===== src/rtl/dvi_pkg.sv =====
package dvi_pkg;
  localparam int BYTE_W = 8;

  typedef enum logic [1:0] {
    OP_RD  = 2'd0,
    OP_WR  = 2'd1,
    OP_SET = 2'd2,
    OP_CLR = 2'd3
  } csr_op_e;

  // positions decoded by host software
  localparam int RQI_POS  = 0;
  localparam int IE_POS   = 7;
  localparam int RDYI_POS = 4;
  localparam int RDYO_POS = 7;

  localparam logic [BYTE_W-1:0] CTL_MASK = 8'h81;

  function automatic logic [BYTE_W-1:0] byte_op(input csr_op_e op,
      input logic [BYTE_W-1:0] cur, input logic [BYTE_W-1:0] wd,
      input logic [BYTE_W-1:0] mask);
    case (op)
      OP_WR:   byte_op = (wd & mask) | (cur & ~mask);
      OP_SET:  byte_op = cur | (wd & mask);
      OP_CLR:  byte_op = cur & ~(wd & mask);
      default: byte_op = cur;
    endcase
  endfunction
endpackage


===== src/rtl/dvi_csr_regs.sv =====
module dvi_csr_regs
  import dvi_pkg::*;
#(
  parameter int VEC_W = 8,
  parameter int ALIGN = 2
) (
  input  logic             clk,
  input  logic             rst_n,
  input  logic             csr_req,
  input  logic [1:0]       csr_op,
  input  logic [1:0]       csr_addr,
  input  logic [7:0]       csr_wdata,
  output logic [7:0]       csr_rdata,
  input  logic             ctl_idle,
  input  logic             ctl_out_strobe,
  output logic             rqi,
  output logic             ie,
  output logic             rdyi,
  output logic             rdyo,
  output logic [VEC_W-1:0] base,
  output logic             set_a,
  output logic             set_b
);
  localparam logic [31:0] MASK32 = ((32'd1 << VEC_W) - 32'd1) & ~((32'd1 << ALIGN) - 32'd1);
  localparam logic [15:0] BASE_MASK = MASK32[15:0];

  csr_op_e op;
  logic    wr_en;
  logic [7:0]  ctl_q, ctl_d, sts_q, sts_host, sts_d;
  logic [15:0] base16, base16_d;
  logic        hold_q, hold_d, host_clr_i;

  assign op     = csr_op_e'(csr_op);
  assign wr_en  = csr_req && (op != OP_RD);
  assign base16 = 16'(base);

  assign rqi  = ctl_q[RQI_POS];
  assign ie   = ctl_q[IE_POS];
  assign rdyi = sts_q[RDYI_POS];
  assign rdyo = sts_q[RDYO_POS];

  assign set_a = rqi && ctl_idle && !rdyi && !hold_q;
  assign set_b = ctl_out_strobe && !rdyo;

  always_comb begin
    ctl_d = ctl_q;
    if (wr_en && csr_addr == 2'd0) ctl_d = byte_op(op, ctl_q, csr_wdata, CTL_MASK);

    sts_host = sts_q;
    if (wr_en && csr_addr == 2'd1) begin
      case (op)
        OP_WR:   sts_host = sts_q & csr_wdata;
        OP_CLR:  sts_host = sts_q & ~csr_wdata;
        default: sts_host = sts_q;
      endcase
    end
    host_clr_i = rdyi && !sts_host[RDYI_POS];
    sts_d = sts_host;
    if (set_a)          sts_d[RDYI_POS] = 1'b1;
    if (ctl_out_strobe) sts_d[RDYO_POS] = 1'b1;

    if (host_clr_i)     hold_d = 1'b1;
    else if (!ctl_idle) hold_d = 1'b0;
    else                hold_d = hold_q;

    base16_d = base16;
    if (wr_en && csr_addr == 2'd2)
      base16_d[7:0] = byte_op(op, base16[7:0], csr_wdata, BASE_MASK[7:0]);
    if (wr_en && csr_addr == 2'd3)
      base16_d[15:8] = byte_op(op, base16[15:8], csr_wdata, BASE_MASK[15:8]);
  end

  always_ff @(posedge clk) begin
    if (!rst_n) begin
      ctl_q  <= '0;
      sts_q  <= '0;
      hold_q <= 1'b0;
      base   <= '0;
    end else begin
      ctl_q  <= ctl_d;
      sts_q  <= sts_d;
      hold_q <= hold_d;
      base   <= base16_d[VEC_W-1:0];
    end
  end

  always_comb begin
    case (csr_addr)
      2'd0:    csr_rdata = ctl_q;
      2'd1:    csr_rdata = sts_q;
      2'd2:    csr_rdata = base16[7:0];
      default: csr_rdata = base16[15:8];
    endcase
  end
endmodule


===== src/rtl/dvi_irq_arb.sv =====
module dvi_irq_arb #(
  parameter int VEC_W  = 8,
  parameter int STRIDE = 4,
  parameter int NSRC   = 2
) (
  input  logic             clk,
  input  logic             rst_n,
  input  logic             ie,
  input  logic [NSRC-1:0]  rdy,
  input  logic [NSRC-1:0]  set_ev,
  input  logic [VEC_W-1:0] base,
  input  logic             irq_gnt,
  output logic             irq_req,
  output logic [VEC_W-1:0] irq_vec,
  output logic             irq_vec_valid
);
  logic [NSRC-1:0] arm, live, win;
  logic            accept;

  assign live    = arm & rdy;
  assign irq_req = ie && (|live);
  assign accept  = irq_gnt && irq_req;
  // lowest index wins: A before B
  assign win     = live & (~live + NSRC'(1));

  for (genvar i = 0; i < NSRC; i++) begin : g_src
    logic arm_q;
    always_ff @(posedge clk) begin
      if (!rst_n)                  arm_q <= 1'b0;
      else if (set_ev[i])          arm_q <= 1'b1;
      else if (accept && win[i])   arm_q <= 1'b0;
    end
    assign arm[i] = arm_q;
  end

  logic [VEC_W-1:0] pick;
  always_comb begin
    pick = base;
    for (int i = NSRC - 1; i >= 0; i--)
      if (win[i]) pick = base + VEC_W'(STRIDE * i);
  end

  always_ff @(posedge clk) begin
    if (!rst_n) begin
      irq_vec_valid <= 1'b0;
      irq_vec       <= '0;
    end else begin
      irq_vec_valid <= accept;
      if (accept) irq_vec <= pick;
    end
  end
endmodule


===== src/rtl/dvec_irq_ctrl.sv =====
module dvec_irq_ctrl #(
  parameter int VEC_W  = 8,
  parameter int ALIGN  = 2,
  parameter int STRIDE = 4
) (
  input  logic             clk,
  input  logic             rst_n,
  input  logic             csr_req,
  input  logic [1:0]       csr_op,
  input  logic [1:0]       csr_addr,
  input  logic [7:0]       csr_wdata,
  output logic [7:0]       csr_rdata,
  input  logic             ctl_idle,
  input  logic             ctl_out_strobe,
  input  logic             irq_gnt,
  output logic             irq_req,
  output logic [VEC_W-1:0] irq_vec,
  output logic             irq_vec_valid
);
  logic             rqi, ie, rdyi, rdyo, set_a, set_b;
  logic [VEC_W-1:0] base;

  dvi_csr_regs #(.VEC_W(VEC_W), .ALIGN(ALIGN)) u_regs (
    .clk(clk), .rst_n(rst_n), .csr_req(csr_req), .csr_op(csr_op),
    .csr_addr(csr_addr), .csr_wdata(csr_wdata), .csr_rdata(csr_rdata),
    .ctl_idle(ctl_idle), .ctl_out_strobe(ctl_out_strobe),
    .rqi(rqi), .ie(ie), .rdyi(rdyi), .rdyo(rdyo), .base(base),
    .set_a(set_a), .set_b(set_b)
  );

  dvi_irq_arb #(.VEC_W(VEC_W), .STRIDE(STRIDE), .NSRC(2)) u_arb (
    .clk(clk), .rst_n(rst_n), .ie(ie), .rdy({rdyo, rdyi}),
    .set_ev({set_b, set_a}), .base(base), .irq_gnt(irq_gnt),
    .irq_req(irq_req), .irq_vec(irq_vec), .irq_vec_valid(irq_vec_valid)
  );
endmodule


===== config.mk =====
export PLATFORM = sky130hd
export DESIGN_NAME = dvec_irq_ctrl
export DESIGN_NICKNAME = d
export VERILOG_FILES = /design/src/rtl/dvi_pkg.sv /design/src/rtl/dvi_csr_regs.sv /design/src/rtl/dvi_irq_arb.sv /design/src/rtl/dvec_irq_ctrl.sv
export SDC_FILE = /design/constraint.sdc
export NUM_CORES = 1
export LEC_CHECK = 0
export BUFFER_PORTS_ARGS = -buffer_cell sky130_fd_sc_hd__buf_2
export CELL_PAD_IN_SITES_DETAIL_PLACEMENT = 0
export CELL_PAD_IN_SITES_GLOBAL_PLACEMENT = 1
export CORE_ASPECT_RATIO = 1.4
export CORE_UTILIZATION = 40
export DETAILED_ROUTE_END_ITERATION = 7
export GPL_TIMING_DRIVEN = 0
export HOLD_SLACK_MARGIN = 0.08
export PLACE_DENSITY = 0.81
export SETUP_SLACK_MARGIN = 0.2
export SYNTH_ARGS = -nofsm -noshare
export SYNTH_HDL_FRONTEND = slang
export SYNTH_SLANG_ARGS = --single-unit

===== constraint.sdc =====
create_clock -name clk -period 1.35 [get_ports clk]
set_input_delay 0.135 -clock clk [delete_from_list [all_inputs] [get_ports clk]]
set_output_delay 0.135 -clock clk [all_outputs]
set_load 0.05 [all_outputs]

==> out/results.ini, run 1 <==
[power_and_ir_drop]
power.total_uw=2350
p_leak_uw=0.000905
p_per_area_mw_per_mm2=1020
ir_drop_mv=0.587

[die]
num_rows=27
dieArea_sq_mm=0.00456
num_io_pins=36
die_x_um=57.4
die_h_um=79.5
core_area_sq_mm=0.00402
initial_core_util_pct=42.7

[place]
dp_hpwl_um=2830
globalplace.congestion=0.744
place_ws_ns=-0.0133
portBuffers=34
dp_cells=273
place_area_sq_mm=0.00199

[timing]
rsz0062_at_grt=yes
fin_worst_skew_ns=0.00682
fin_crit_sh_pct=92.3
max_slew_margin_pct=63.9
setup_viol=0
max_freq_ghz=0.803
worst_pin_slew_ns=0.541
setup_slack_ns=0.104
final.min_clock_period_ns=1.25
hold_viol_final=0
drv_slew=0

[synth]
synth-warning-count=0
synth_top_flop_cell=dfxtp_1
synth-seq-area-share_pct=42.0
async_flop_share_pct=0
netlist_instances=196
synth-edff-count=0
synthDistinctLibCells=32
netlist_area_sq_mm=0.00172
synth_fp_nets=215
synthTopCellsByArea=dfxtp_1, xnor2_1, a21oi_1
synth_top_area_share_pct=42.0
syn-mean-instance-area_sq_um=8.76
yosysTopAreaCell=dfxtp_1
synth_seq_cells=36

[clock_tree]
numCtsBuffers=5
clk-insertion-delay-late_ns=0.29
cts_buffer_depth=2
cts-root-buf=clkbuf_8
path_clk_slew_ns=0.08
h-tree-depth=2
cts_tree=built
clock-sinks=36

[global_routing]
grt_start_max_net_pins=12
grt_pass1_vias=1367
grt_util_all_layers_pct=19.0
antenna_found_initial=0
grt_pass1_wl_um=6440
overflow=0

[outcome]
violations=design-rule violations
status=finished, violations left

[detailed_routing]
via_per_inst=5.26
wl_per_cell_um=13.9
drt_iter0_drc=58
vias=1526
first_pass_iters=6
drc=2
drt-total-wl_um=4040
drtAntennaViolNets=0

[final_layout]
final_cell_mix=buf_2, nand2_1, dfxtp_1
syn_to_final_growth_pct=34.2
fin_nets=265
fin_cells=290
fillCellCount=396
drive_above_1_share_pct=36.8
n_antenna_cell=0
layout_commonest_cell=buf_2
utilization_pct=57.4
final_area_sq_mm=0.00231

[critical_path]
crit_slowest_cell=dfxtp_4
worstPathMaxFanout=6
timing.rr.end=u_arb.irq_vec[3]
reg2reg_depth=5
required_ns=1.56
crit_path_cell_trace=a22oi_2 -> buf_4 -> nor2_4 -> buf_2 -> a311oi_1
timing.rr.start=u_regs.sts_q[7]
cp-start-kind=register
critPathMaxStageDelay_ns=0.37
arrival_ns=1.45
crit_start=u_regs.sts_q[7]
critical_path_class=reg2reg
crit_path_end_kind=register
rrSetupSlack_ns=0.10

[job]
drv_cap=0

[hold_path]
min_from=csr_wdata[6]
whs_endpoint=u_regs.base[6]
min_path_type=in2reg
whs_path_depth=3

-- per-stage QoR --
step | hold slack (ns) | TNS [ns]
after detailed placement | 0.370 | -0.0344
after global placement | 0.372 | 0
after global routing | 0.109 | 0
final | 0.107 | 0
after CTS | 0.0989 | 0
after floorplan | 0.259 | 0
-- cells in the mapped netlist, types with 2 or more instances --
cell / count
xnor2_1: 13
nor4_4: 2
and3_1: 2
or3_1: 2
dfxtp_1: 36
nand3_1: 6
nand2_1: 26
a21oi_1: 21
nor3_1: 3
buf_2: 3
mux2i_1: 10
o21ai_0: 21
buf_6: 4
clkbuf_1: 4
nor2_1: 8
nand2b_1: 2
nor2b_1: 8
inv_1: 2
and2_1: 10
-- registers in the layout, summed over array words and instances (netlist names) --
signal	cells
u_arb.irq_vec_valid	1
u_regs.ctl_q	8
u_regs.base	8
u_arb.irq_vec	8
u_regs.sts_q	8
u_arb.g_src.arm_q	2
u_regs.hold_q	1
-- final cells by class --
type                    instances  area (sq um)  area share (%)
clock inverters                 1          30.0            1.30
flip-flops and latches         36           754            32.7
repair buffers                 43           294            12.8
plain buffers                  11          83.8            3.64
multi-input cells             147           986            42.8
inverters                       2          7.51           0.326
well taps                      43          53.8            2.33
clock buffers                   7          96.3            4.18
-- per-layer routing --
metal  global-route usage (%)  up-vias  wire length (um)
met3                     3.40        8               121
met5                        0        -                 0
li1                         -      769                 -
met4                     10.7        0               100
met2                     31.2       36              1960
met1                     23.0      713              1860
-- worst max-delay path by stage --
| stage | endpoint | depth (start not counted) |
|---|---|---|
| floorplan | csr_rdata[2] | 2 |
| global placement | u_arb.irq_vec[5] | 5 |
| detailed placement | u_arb.irq_vec[6] | 5 |
| CTS | irq_req | 3 |
| global route | u_arb.irq_vec[3] | 5 |
| finish | u_arb.irq_vec[3] | 5 |
-- cell families (layout without fill, tap and decap cells) --
logic type	count (synthesis)	count (layout)	share of synthesized area, %
xor gates and xnor gates	13	13	6.63
buffers and inverters	13	64	4.81
and+or+nand+nor	75	75	25.1
DFF	36	36	42.0
adders and majority gates	1	1	0.728
muxes	10	10	5.83
AOI/OAI and AO/OA	48	48	14.9
-- where the power goes --
group          leakage [uW]  switching (uW)  internal (uW)
sequential         0.000299            15.2           1060
combinational      0.000541             133            101
clock             0.0000645             384            652
total              0.000905             532           1820
-- critical path: cells and delay by family (launching register included) --
family / cells / cell delay (ns)
AND/OR/NAND/NOR: 1 / 0.05
buffers and inverters: 2 / 0.32
AO/OA/AOI/OAI: 2 / 0.42
flip-flops: 1 / 0.37
-- what timing repair did --
action                     4_1_cts  5_1_grt
hold endpoints to repair         1        0
setup endpoints to repair       17       18
gates resized for setup         38       11
pin swaps                        1        3
setup buffers                    3        4
cloned                           0        1
hold buffers                     1        0
(Power assumes the default switching activity.)
==> run 2: changes to the inputs <==
Settings changed: CAP_MARGIN from default to 20, REMOVE_ABC_BUFFERS from default to 1.
==> run 2 against run 1 <==
Effect of this change: the run still ends with design-rule violations left; clock skew about the same; core utilization grew 3.6 points; non-clock buffer count grew 1; worst hold slack improved by 0.0016 ns; maximum frequency shrank 6.0%; wire length up 2.5%; via count rose by 0.52%; first-iteration DRC count shrank 47%; die area stayed put; critical path type is now reg2out; critical endpoint is now irq_req.
==> out/results.ini, run 2 (synthesized netlist as in run 1, its figures left out) <==
[global_routing]
grt_util_all_layers_pct=19.0
antenna_found_initial=0
grt_start_max_net_pins=22
grt_pass1_wl_um=6560
overflow=0
grt_pass1_vias=1418

[critical_path]
worstPathMaxFanout=3
required_ns=1.22
critPathMaxStageDelay_ns=0.36
crit_path_end_kind=primary output
arrival_ns=1.19
crit_slowest_cell=dfxtp_4
critical_path_class=reg2out
crit_path_cell_trace=a22oi_2 -> nor2b_1 -> buf_6
cp-start-kind=register

[final_layout]
final_area_sq_mm=0.00245
layout_commonest_cell=buf_2
final_cell_mix=buf_2, nand2_1, dfxtp_1
syn_to_final_growth_pct=42.7
n_antenna_cell=0
fin_nets=267
drive_above_1_share_pct=44.2
fin_cells=292

[job]
drv_cap=0

[power_and_ir_drop]
p_per_area_mw_per_mm2=870
comb_power_share_pct=11.9
share_seq_of_total_power_pct=50.6
ir_drop_mv=0.505
p_int_uw=1590
swShare_pct=25.3
p_sw_uw=539
power_frac_clock_pct=37.5
p_leak_uw=0.000945

[detailed_routing]
drtAntennaViolNets=0
first_pass_iters=6
wl_per_cell_um=14.2
drt_iter0_drc=31
drc=1
vias=1534
via_per_inst=5.25
drt-total-wl_um=4140

[outcome]
status=finished, violations left
violations=design-rule violations

[timing]
setup_viol=0
drv_slew=0
timing.setup.tns_ns=0
fin_worst_skew_ns=0.00689
rsz0062_at_grt=yes
hold_viol_final=0
max_freq_ghz=0.755
max_slew_margin_pct=61.0
final.min_clock_period_ns=1.33
fin_crit_sh_pct=98.2
worst_pin_slew_ns=0.585

[clock_tree]
cts_tree=built
clk-insertion-delay-late_ns=0.29
h-tree-depth=2
path_clk_slew_ns=0.07
cts_buffer_depth=2
numCtsBuffers=5
cts-root-buf=clkbuf_8
clock-sinks=36

[place]
place_area_sq_mm=0.00187
dp_cells=263
dp_hpwl_um=2520
portBuffers=35
globalplace.congestion=0.745

[die]
dieArea_sq_mm=0.00456
die_h_um=79.5
initial_core_util_pct=42.7
die_x_um=57.4
num_rows=27
num_io_pins=36
core_area_sq_mm=0.00402

[hold_path]
min_path_type=in2reg

-- run 2: repair_timing --
action                                 CTS  global route
buffers inserted                        12             6
gates cloned                             1             1
hold buffers                             1             0
setup endpoints to repair               33            18
endpoints found under the hold margin    1             0
gates resized for setup                 64            35
pin swaps                                8            13
-- run 2: per-stage QoR --
step	setup slack (ns)	hold WS (ns)	power (uW)	util, %
global placement	-0.372	0.368	1300	46.6
finish	0.0247	0.109	2130	61.0
detailed placement	-0.355	0.366	1300	46.6
floorplan	-0.352	0.253	1210	-
global route	-0.0211	0.109	2210	61.0
CTS	0.0624	0.104	2120	56.0
-- run 2: layer usage --
metal / GRT usage (%) / wire, um
met5: 0 / 0
met4: 9.51 / 70
met3: 3.40 / 126
met2: 31.6 / 2120
met1: 23.2 / 1820
-- run 2: final cells by class --
class                      count  area, sq um
tap                           43         53.8
multi-input combinational    148         1080
inverter                       2         7.51
fill                         371         1570
clock buffer                   8         90.1
timing repair buffer          55          465
sequential                    36          754
-- run 2: final timing paths --
path | to | slack [ns] | depth (start not counted) | from
worst min register to register | u_regs.sts_q[5] | 0.43 | 2 | u_regs.sts_q[5]
worst min-delay path | u_regs.base[4] | 0.11 | 3 | csr_wdata[4]
worst max-delay path | irq_req | 0.02 | 3 | u_regs.sts_q[7]
worst max register to register | u_arb.irq_vec[2] | 0.10 | 6 | u_regs.sts_q[7]
-- run 2: power by group through the flow --
| stage | clock network, uW | registers [uW] | logic [uW] |
|---|---|---|---|
| after floorplan | 0 | 1110 | 104 |
| after global placement | 0 | 1110 | 186 |
| after detailed placement | 0 | 1110 | 186 |
| after CTS | 811 | 1080 | 229 |
| after global routing | 860 | 1080 | 275 |
| final | 800 | 1080 | 254 |
-- run 2: worst max-delay path: cells and delay by family (launching register included) --
kind,cells,cell delay (ns)
compound gates,1,0.28
flops,1,0.36
simple gates,1,0.10
buf+inv,1,0.16
==> run 3: changes to the inputs <==
Settings changed: CORE_MARGIN from default to 4, SLEW_MARGIN from default to 10.
==> run 3 against run 2 <==
Effect of this change: the run now ends clean; clock power fell by 2%; global-route usage is 2.5 points lower; via count down 1.0%; critical path depth did not move; first-iteration DRC count rose by 42%.
==> out/results.ini, run 3 (synthesized netlist as in run 1, its figures left out) <==
[outcome]
status=complete, no violations

[detailed_routing]
first_pass_iters=4
wl_per_cell_um=14.8
drtAntennaViolNets=0
drt_iter0_drc=44
drt-total-wl_um=4290
via_per_inst=5.23
vias=1518
drc=0

[critical_path]
critPathMaxStageDelay_ns=0.33
cp_top_family=flip-flops
critical_path_class=reg2out
crit_path_end_kind=primary output
worstPathMaxFanout=3
required_ns=1.22
cp_num_buf_inv=1
crit_path_cell_trace=a22oi_2 -> nor2b_1 -> buf_6
arrival_ns=1.15
cp-start-kind=register
crit_slowest_cell=dfxtp_2

[power_and_ir_drop]
p_int_uw=1590
swShare_pct=24.5
ir_drop_mv=0.606
p_sw_uw=517
comb_power_share_pct=11.6
p_leak_uw=0.000916
share_seq_of_total_power_pct=51.2
p_per_area_mw_per_mm2=892
power.total_uw=2110
power_frac_clock_pct=37.2

[die]
core_area_sq_mm=0.00405
initial_core_util_pct=42.4
num_rows=27
num_io_pins=36
dieArea_sq_mm=0.00542
die_h_um=85.5
die_x_um=63.4

[clock_tree]
path_clk_slew_ns=0.07
numCtsBuffers=5
h-tree-depth=2
clk-insertion-delay-late_ns=0.28
cts_buffer_depth=2
cts_tree=built
cts-root-buf=clkbuf_8
clock-sinks=36

[timing]
worst_pin_slew_ns=0.545
fin_worst_skew_ns=0.00395
fin_crit_sh_pct=95.5
setup_slack_ns=0.0602
final.min_clock_period_ns=1.29
max_slew_margin_pct=63.6
hold_viol_final=0
whs_ns=0.105
drv_slew=0
setup_viol=0
max_freq_ghz=0.775
rsz0062_at_grt=yes

[global_routing]
antenna_found_initial=0
overflow=0
grt_pass1_vias=1470
grt_pass1_wl_um=7010
grt_start_max_net_pins=22
grt_util_all_layers_pct=16.5

[final_layout]
drive_above_1_share_pct=39.3
n_antenna_cell=0
ff_latch_area_sq_um=757
multiInputGateArea_sq_mm=0.00102
syn_to_final_growth_pct=37.5
fin_nets=265
fillCellCount=410
final_cell_mix=nand2_1, buf_2, dfxtp_1

[place]
globalplace.congestion=0.754
dp_hpwl_um=2670
portBuffers=35
place_ws_ns=-0.374

[hold_path]
min_path_type=in2reg

[job]
drv_cap=0

run 3: cell count changes in the layout (fill, tap and decap cells not counted), sizes merged:
cell / change
buf: -2
run 3: worst paths after layout:
kind	start	end	slack, ns	depth (start not counted)
setup / recovery	u_arb.g_src[1].arm_q	irq_req	0.06	3
hold / removal	ctl_idle	u_regs.hold_q	0.11	3
setup reg to reg	u_regs.sts_q[4]	u_arb.irq_vec[6]	0.12	4
hold reg to reg	u_regs.sts_q[3]	u_regs.sts_q[3]	0.43	2
run 3: area by class of cell:
class / count / share of cell area, %
multi-input cells: 148 / 43.3
inverters: 2 / 0.318
flip-flops and latches: 36 / 32.0
well taps: 43 / 2.28
clock buffers: 8 / 3.81
repair buffers: 53 / 18.2
run 3: routing by layer:
layer	part of all wire, %	up-vias	global-route usage, %
met5	0	-	0
met1	42	713	18.9
li1	-	770	-
met4	2.1	0	7.66
met2	53	27	29.3
met3	2.8	8	3.15
run 3: power by group through the flow:
stage	Clock (uW)	Sequential (uW)	Combinational, uW
6_report	784	1080	245
5_1_grt	859	1080	269
4_1_cts	804	1080	222
3_5_place_dp	0	1110	186
3_3_place_gp	0	1110	186
2_1_floorplan	0	1110	104
run 3: tightest hold or removal path, stage by stage:
cell	delay, ns
buf_2	0.10
nand2_1	0.05
a21oi_1	0.05
run 3: repair_timing:
| action | in CTS | in global routing |
|---|---|---|
| resized for setup | 55 | 30 |
| setup buffers | 13 | 3 |
| hold buffers | 1 | 0 |
| cloned | 2 | 0 |
| hold endpoints to repair | 1 | 0 |
| endpoints found under the setup margin | 33 | 25 |
| pin swaps | 8 | 16 |
run 3: per-stage QoR:
stage          instance area [sq um]  cells  util [%]  TNS [ns]
4_1_cts                         2250    287      55.5         0
5_1_grt                         2360    290      58.3         0
3_3_place_gp                    1870    263      46.2     -3.81
6_report                        2360    290      58.3         0
3_5_place_dp                    1870    263      46.2     -3.94
2_1_floorplan                   1640    185         -     -2.41
